`src/rtl/wdk_pkg.sv`:
```
package wdk_pkg;
    typedef enum logic {
        CMD_STOP  = 1'b0,
        CMD_START = 1'b1
    } wdk_cmd_e;
endpackage

```
`src/rtl/wdk_prescaler.sv`:
```
module wdk_prescaler #(
    parameter int PRESCALE = 131072
) (
    input  logic clk,
    input  logic rst_n,
    input  logic run,
    input  logic clear,
    output logic tick
);
    localparam int PW = (PRESCALE > 2) ? $clog2(PRESCALE) : 1;
    localparam logic [PW-1:0] LAST = PW'(PRESCALE - 1);

    typedef struct packed {
        logic [PW-1:0] phase;
    } pre_state_t;

    pre_state_t st_d, st_q;

    always_comb begin
        st_d = st_q;
        tick = 1'b0;
        if (clear) begin
            st_d.phase = '0;
        end else if (run) begin
            if (st_q.phase == LAST) begin
                st_d.phase = '0;
                tick       = 1'b1;
            end else begin
                st_d.phase = st_q.phase + 1'b1;
            end
        end
    end

    always_ff @(posedge clk or negedge rst_n) begin
        if (!rst_n) st_q <= '0;
        else        st_q <= st_d;
    end

    assert_idle_no_tick_R6: assert property (@(posedge clk) disable iff (!rst_n)
        !run |-> !tick);
    assert_phase_range_R6: assert property (@(posedge clk) disable iff (!rst_n)
        st_q.phase <= LAST);
endmodule

```
`src/rtl/wdk_keygate.sv`:
```
module wdk_keygate #(
    parameter int          KEY_W    = 7,
    parameter logic [KEY_W-1:0] KEY_INIT = 7'h2A
) (
    input  logic             clk,
    input  logic             rst_n,
    input  logic             wr_en,
    input  logic [KEY_W-1:0] wr_key,
    output logic             accept
);
    typedef struct packed {
        logic [KEY_W-1:0] key;
    } key_state_t;

    key_state_t st_d, st_q;

    always_comb begin
        st_d   = st_q;
        accept = wr_en && (wr_key == (st_q.key ^ {KEY_W{1'b1}}));
        if (accept) st_d.key = wr_key;
    end

    always_ff @(posedge clk or negedge rst_n) begin
        if (!rst_n) st_q.key <= KEY_INIT;
        else        st_q     <= st_d;
    end

    assert_key_kept_R4: assert property (@(posedge clk) disable iff (!rst_n)
        !accept |=> $stable(st_q.key));
    assert_key_inverts_R3: assert property (@(posedge clk) disable iff (!rst_n)
        accept |=> (st_q.key == ($past(st_q.key) ^ {KEY_W{1'b1}})));
endmodule

```
`src/rtl/wdk_countdown.sv`:
```
module wdk_countdown #(
    parameter int CNT_W = 8
) (
    input  logic             clk,
    input  logic             rst_n,
    input  logic             do_start,
    input  logic             do_stop,
    input  logic [CNT_W-1:0] load_val,
    input  logic             tick,
    output logic             running,
    output logic             nmi,
    output logic             fire
);
    localparam logic [CNT_W-1:0] ONE = CNT_W'(1);

    typedef struct packed {
        logic [CNT_W-1:0] count;
        logic             running;
        logic             nmi;
        logic             fire;
    } cd_state_t;

    cd_state_t st_d, st_q;

    always_comb begin
        st_d      = st_q;
        st_d.fire = 1'b0;
        if (do_start) begin
            st_d.count   = load_val;
            st_d.running = 1'b1;
            st_d.nmi     = 1'b0;
        end else if (do_stop) begin
            st_d.running = 1'b0;
            st_d.nmi     = 1'b0;
        end else begin
            if (st_q.running && st_q.count == ONE) st_d.nmi = 1'b1;
            if (st_q.running && tick) begin
                if (st_q.count <= ONE) begin
                    st_d.count   = '0;
                    st_d.running = 1'b0;
                    st_d.fire    = 1'b1;
                end else begin
                    st_d.count = st_q.count - 1'b1;
                end
            end
        end
    end

    always_ff @(posedge clk or negedge rst_n) begin
        if (!rst_n) st_q <= '0;
        else        st_q <= st_d;
    end

    assign running = st_q.running;
    assign nmi     = st_q.nmi;
    assign fire    = st_q.fire;

    assert_pulse_one_cycle_R8: assert property (@(posedge clk) disable iff (!rst_n)
        st_q.fire |=> !st_q.fire);
    assert_fire_stops_R8: assert property (@(posedge clk) disable iff (!rst_n)
        st_q.fire |-> !st_q.running);
    assert_nmi_cause_R7: assert property (@(posedge clk) disable iff (!rst_n)
        $rose(st_q.nmi) |-> ($past(st_q.count) == ONE && $past(st_q.running)));
    assert_count_hold_R6: assert property (@(posedge clk) disable iff (!rst_n)
        (!tick && !do_start) |=> $stable(st_q.count));
endmodule

```
`src/rtl/keyed_watchdog.sv`:
```
module keyed_watchdog #(
    parameter int               CNT_W    = 8,
    parameter int               KEY_W    = 7,
    parameter int               PRESCALE = 131072,
    parameter logic [KEY_W-1:0] KEY_INIT = 7'h2A,
    localparam int              WORD_W   = CNT_W + 1 + KEY_W
) (
    input  logic              clk,
    input  logic              rst_n,
    input  logic              wr_en,
    input  logic [WORD_W-1:0] wr_data,
    output logic              nmi,
    output logic              chip_reset,
    output logic              status
);
    import wdk_pkg::*;

    localparam int CMD_BIT = CNT_W;
    localparam int KEY_LO  = CNT_W + 1;

    logic [CNT_W-1:0] f_count;
    wdk_cmd_e         f_cmd;
    logic [KEY_W-1:0] f_key;
    logic             accept, do_start, do_stop, tick, running;

    assign f_count  = wr_data[CNT_W-1:0];
    assign f_cmd    = wdk_cmd_e'(wr_data[CMD_BIT]);
    assign f_key    = wr_data[WORD_W-1:KEY_LO];
    assign do_start = accept && (f_cmd == CMD_START);
    assign do_stop  = accept && (f_cmd == CMD_STOP);

    wdk_keygate #(.KEY_W(KEY_W), .KEY_INIT(KEY_INIT)) u_keygate (
        .clk(clk), .rst_n(rst_n), .wr_en(wr_en), .wr_key(f_key), .accept(accept)
    );

    wdk_prescaler #(.PRESCALE(PRESCALE)) u_prescaler (
        .clk(clk), .rst_n(rst_n), .run(running), .clear(do_start || do_stop), .tick(tick)
    );

    wdk_countdown #(.CNT_W(CNT_W)) u_countdown (
        .clk(clk), .rst_n(rst_n), .do_start(do_start), .do_stop(do_stop),
        .load_val(f_count), .tick(tick), .running(running), .nmi(nmi), .fire(chip_reset)
    );

    assign status = running;

    assert_reject_no_start_R4: assert property (@(posedge clk) disable iff (!rst_n)
        (!accept && !running) |=> !status);
    assert_start_runs_R5: assert property (@(posedge clk) disable iff (!rst_n)
        do_start |=> (status && !nmi && !chip_reset));
    assert_stop_quiet_R10: assert property (@(posedge clk) disable iff (!rst_n)
        do_stop |=> (!status && !nmi && !chip_reset));
endmodule

```
`config.mk`:
```
export PLATFORM = sky130hd
export DESIGN_NAME = keyed_watchdog
export DESIGN_NICKNAME = d
export VERILOG_FILES = /design/src/rtl/wdk_pkg.sv /design/src/rtl/wdk_prescaler.sv /design/src/rtl/wdk_keygate.sv /design/src/rtl/wdk_countdown.sv /design/src/rtl/keyed_watchdog.sv
export SDC_FILE = /design/constraint.sdc
export NUM_CORES = 1
export LEC_CHECK = 0
export BUFFER_PORTS_ARGS = -buffer_cell sky130_fd_sc_hd__buf_2
export CORE_UTILIZATION = 31
export CTS_BUF_LIST = sky130_fd_sc_hd__clkbuf_16
export CTS_CLUSTER_DIAMETER = 80
export CTS_CLUSTER_SIZE = 24
export DETAILED_ROUTE_END_ITERATION = 6
export GPL_ROUTABILITY_DRIVEN = 0
export PLACE_DENSITY = 0.45
export SETUP_SLACK_MARGIN = 0.4
export SLEW_MARGIN = 20
export SYNTH_ARGS = -nofsm -noshare
export SYNTH_HDL_FRONTEND = slang
export SYNTH_HIERARCHICAL = 1
export SYNTH_SLANG_ARGS = --single-unit
export TNS_END_PERCENT = 50
```
`constraint.sdc`:
```
create_clock -name clk -period 2.91 [get_ports clk]
set_input_delay 0 -clock clk [delete_from_list [all_inputs] [get_ports clk]]
set_output_delay 0 -clock clk [all_outputs]
set_load 0.005 [all_outputs]
```
* Word-level counts from Yosys, hierarchy flattened
Index checks and enable logic that the tools add are counted.
** Operators by class
- Add/sub/neg operators :: 2
- Magnitude comparators :: 1
- Equality and inequality tests :: 4
- Muxes and demuxes :: 17
- Bitwise gates (word level) :: 2
- Reduce and logical (&&, ||, !) cells :: 13
** Operator list (count)
- 2-to-1 mux 17 bit :: 3
- adder 17 x 1 -> 17 bit (second input constant) :: 1
- == test 17 bit (second input constant) :: 1
- 2-to-1 mux 8 bit :: 2
- 2-to-1 mux 10 bit :: 1
- 2-to-1 mux 1 bit :: 9
- 2-to-1 mux 9 bit :: 1
- nonzero test 3 bit :: 3
- == test 8 x 1 -> 1 bit (second input constant) :: 1
- <= comparator 8 x 1 -> 1 bit (second input constant) :: 1
- subtractor 8 x 1 -> 8 bit (second input constant) :: 1
- == test 7 bit :: 1
- inverter 7 bit :: 1
- logical AND 1 bit :: 5
- AND reduction 2 bit :: 2
- nonzero test 2 bit :: 2
- 2-to-1 mux 2 bit :: 1
- inequality test 2 bit (second input constant) :: 1
- logical OR 1 bit :: 1
- inverter 1 bit :: 1
** Storage, ports and cells
- Flip-flop bits (word level) :: 35
- Input port bits :: 19
- Output and inout bits :: 3
- Word-level logic and storage cells :: 45

* Logic depth before layout (Yosys ltp)
- Word-level depth :: 10
- Gate-level depth with buffers :: 12
- Mapped depth without buffers :: 10

* Cells and area by module
Netlist, hierarchy kept.
** By module, submodules not included
- wdk_prescaler :: instances 1, cells each 113, area each 1021.0 um^2, sequential area each 425.4 um^2
- wdk_countdown :: instances 1, cells each 72, area each 713.2 um^2, sequential area each 275.3 um^2
- wdk_keygate :: instances 1, cells each 30, area each 381.6 um^2, sequential area each 178.9 um^2
- keyed_watchdog :: instances 1, cells each 3, area each 20.0 um^2, sequential area each 0.0 um^2

* Least setup slack after synthesis
Ideal clock, no wire load.
- Path kind :: register to register
- From :: register u_prescaler/st_q[0] in the netlist's numbering
- To :: register u_countdown/st_q[5] in the netlist's numbering
- Data arrival time :: 2466 ps
- Required time :: 2828 ps
- Slack :: 362 ps
- Cell stages (with the launch flop) :: 13
- Clock period less this slack :: 2548 ps
- Cell sequence :: dfrtp_1 ha_1 and2_1 buf_2 nand4_1 nor3_1 ha_1 nand2_1 nor2_1 nand3b_1 clkbuf_1 a2111o_1 a31oi_1
** On the way
- Word-level cells in the longest chain between the ends :: 7
** Ends and longest elaborated chain
- start, declared :: RTL line wdk_prescaler.sv:17 : pre_state_t st_d, st_q;
- start signal, assigned :: RTL line wdk_prescaler.sv:36 : else st_q <= st_d;
- == test 17 bit :: RTL line wdk_prescaler.sv:25 : if (st_q.phase == LAST) begin
- 2-to-1 mux 1 bit :: RTL line wdk_prescaler.sv:25
- 2-to-1 mux 1 bit :: RTL line wdk_prescaler.sv:24 : end else if (run) begin
- 2-to-1 mux 1 bit :: RTL line wdk_prescaler.sv:22 : if (clear) begin
- named net tick :: RTL line keyed_watchdog.sv:24 : logic accept, do_start, do_stop, tick, running;
- logical AND 1 bit :: RTL line wdk_countdown.sv:37 : if (st_q.running && tick) begin
- nonzero test 2 bit (no source line)
- AND reduction 2 bit (no source line)
- end signal, assigned :: RTL line wdk_countdown.sv:51 : else st_q <= st_d;
- end, declared :: RTL line wdk_countdown.sv:23 : cd_state_t st_d, st_q;
The timed path passes the listed nets, and every way through them passes these cells.
A chain may end at the register's enable or synchronous reset.

* Worst setup path in the final report
- From :: register u_prescaler/st_q[0] in the netlist's numbering
- To :: register u_prescaler/st_q[15] in the netlist's numbering
** On the way
- Word-level cells in the longest chain between the ends :: 4
- Elaborated cells between the ends (all ways) :: 5
** Ends and longest elaborated chain (RTL line)
- adder 17 x 1 -> 17 bit or == test 17 bit (tied branches) :: wdk_prescaler.sv:29, wdk_prescaler.sv:25
- 2-to-1 mux 17 bit * :: wdk_prescaler.sv:25
- 2-to-1 mux 17 bit * :: wdk_prescaler.sv:24
- 2-to-1 mux 17 bit * :: wdk_prescaler.sv:22
Every way passes the cells marked *; elsewhere a longest branch is shown, timed or not. The select of a mux whose other input is x is not followed.

==> flow_summary.ini <==
[drt]
ant_nets = 0
first_pass_iters = 4
drt_wl_total_mm = 4.81
wire_per_inst_um = 14.4
vias = 1749
viasPerCell = 5.22
drc = 0
drt_iter0_drc = 127

[synth]
synth.distinct_cells = 55
syn_inst = 218
ys_ff_latch = 35
postSynth.asyncResetShare = 1.00
ys_warn_count = 6
syn_avg_cell_area_um2 = 9.80
synth_top_flop_cell = dfrtp_1
synth-edff-count = 0
synth_nets = 241
synth_area_mm2 = 0.00214
ys_seq_area_frac = 0.412

[grt]
gr-total-overflow = 0
grt_pass1_wl_mm = 8.08
grt_usage = 0.141
antenna_found_initial = 0
grt_pass1_vias = 1651
grt_max_degree = 36

[die]
rows = 29
die_h_um = 85.0
fp.coreArea_mm2 = 0.00649
die_x_um = 85.0
ios = 22
die-area_mm2 = 0.00723
initial_core_util = 0.329

[sta]
max_slew_margin = 0.458
hold_violations = 0
finClkSkew_ns = 0.00580
tightest_slew_ns = 0.813
fmax_mhz = 422
post-route-period-util = 0.814
setup_viol = 0
fin_tns_setup_ns = 0
slew_violations = 0
fin_crit_ns = 2.37
rsz0062_at_grt = true
whs_ns = 0.169

[power]
swShare = 0.313
p_leak_uw = 0.00116
power.total_uw = 1730
worst_ir_drop_vdd_v = 0.000225
p_int_uw = 1180
p_sw_uw = 540
seqPwrFrac = 0.390
p_clk_frac = 0.349
p_per_area_mw_per_mm2 = 646
power_frac_comb = 0.261

[cts]
cts_root_buf = clkbuf_16
cts-htree-levels = 2
clk_latency_ns = 0.28
cts_buffer_depth = 2
cts_tree = built
clkSinkCount = 35
clkSlewWorstSetupHoldPaths_ns = 0.06
numCtsBuffers = 5

[finish]
final_cell_area_mm2 = 0.00267
fillerInstances = 637
layout.nets = 280
area_growth_pct = 25.1
layout_commonest_cell = dfrtp_1
antennaDiodeCount = 0
layout_common_cells = dfrtp_1, buf_2, nor2_1
drive_gt1_frac = 0.264

[placement]
numPortBuffers = 21
hpwl_mm = 3.21
place_area_mm2 = 0.00232

[outcome]
outcome = finished clean

[critical_path]
critPathLaunchType = register
worst_ep_required_time_ns = 3.12
cpPeakStageDelay_ns = 0.51
critPathMaxFanout = 8
slowest_stage = or4_1
cp.arrival_ns = 2.58
cpLargestDelayFamily = simple AND/OR/NAND/NOR gates
crit_type = register to register
cp_cell_sequence = ha_1, and2_1, nand4_1, nor3_2, ha_2, buf_4, nor2_4, nand2_2, or4_1, nand3_1
endpoint_kind = register
cp.buffers_inverters = 1

[run]
cap_violations = 0

[hold_path]
hold_path_class = input port to register
==> state kept, by name, summed over array words and instances (netlist names) <==
register and count:
u_countdown/fire 1, u_countdown/nmi 1, u_countdown/running 1, u_countdown/st_q 8
u_keygate/st_q 7, u_prescaler/st_q 17
==> power groups by stage <==
stage / clock (uW) / combinational, uW / sequential [uW]
global route: 647 / 502 / 688
detailed placement: 0 / 423 / 678
finish: 603 / 450 / 672
CTS: 623 / 438 / 672
global placement: 0 / 422 / 678
floorplan: 0 / 330 / 653
==> cell type report <==
class	instances	area, um2	share of cell area
Clock buffer	5	125	0.0468
Clock inverter	3	38.8	0.0145
Inverter	6	22.5	0.00843
Multi-Input combinational cell	165	1190	0.446
Sequential cell	35	881	0.330
Tap cell	77	96.3	0.0361
Timing Repair Buffer	44	317	0.119
==> final timing paths <==
path	startpoint	end	cells after the start	slack, ns
worst max register to register	u_prescaler/st_q[0]	u_prescaler/st_q[15]	10	0.54
worst min-delay path	wr_data[8]	u_countdown/st_q[9]	4	0.17
min in group asynchronous	rst_n	u_countdown/st_q[4]	2	0.36
max in group asynchronous	rst_n	u_prescaler/st_q[3]	2	1.98
worst min register to register	u_prescaler/st_q[5]	u_prescaler/st_q[5]	1	0.50
worst max-delay path	u_prescaler/st_q[0]	u_prescaler/st_q[15]	10	0.54
==> what timing repair did <==
item | CTS | global route
hold buffers | 14 | 0
hold endpoints to repair | 45 | 0
pin swaps | 0 | 1
setup buffers | 2 | 1
gates resized for setup | 0 | 5
setup endpoints to repair | 5 | 9
==> worst register-to-register path: stages (launching register included) <==
cell and delay (ns):
dfrtp_1 0.40, ha_1 0.23, and2_1 0.18, nand4_1 0.12
nor3_2 0.06, ha_2 0.18, buf_4 0.16, nor2_4 0.20
nand2_2 0.17, or4_1 0.51, nand3_1 0.10
==> kinds of logic after synthesis <==
family,Yosys count,share of synthesized area
AOI/OAI and AO/OA,52,0.171
xor gates and xnor gates,9,0.0369
adders and majority gates,4,0.0234
buffers and inverters,18,0.0428
DFF,35,0.412
muxes,11,0.0568
and+or+nand+nor,89,0.257
==> synth_stat cells (3+ instances only) <==
library cell / count / share of area
or3_1: 3 / 0.0088
dfstp_2: 3 / 0.037
nand2_1: 11 / 0.019
or2_2: 3 / 0.0088
inv_1: 6 / 0.011
nor3_1: 3 / 0.0070
o31ai_1: 4 / 0.014
nand3_1: 9 / 0.021
ha_1: 4 / 0.023
mux2_1: 4 / 0.021
xor2_1: 9 / 0.037
a22oi_1: 4 / 0.014
mux2_2: 5 / 0.026
dfrtp_1: 32 / 0.37
a21oi_1: 6 / 0.014
nand3b_1: 4 / 0.014
buf_4: 4 / 0.014
nor2_1: 18 / 0.032
and3_1: 4 / 0.012
a31oi_1: 7 / 0.021
o21ai_0: 13 / 0.030
nand2b_1: 6 / 0.018
o41ai_1: 3 / 0.012
nand4_1: 7 / 0.021
clkbuf_1: 6 / 0.011
==> metrics by stage <==
stage | utilization | setup slack (ns) | cells
6_report | 0.411 | 0.541 | 335
5_1_grt | 0.411 | 0.396 | 335
4_1_cts | 0.406 | 0.469 | 334
3_5_place_dp | 0.357 | 0.346 | 310
3_3_place_gp | 0.357 | 0.412 | 310
2_1_floorplan | - | 0.418 | 218
==> routing by layer <==
metal	part of all wire	track usage	vias up
li1	-	-	897
met1	0.55	0.216	822
met2	0.42	0.194	28
met3	0.027	0.0292	2
met4	0.0075	0.0508	0
met5	0	0	-
(Power assumes the default switching activity.)
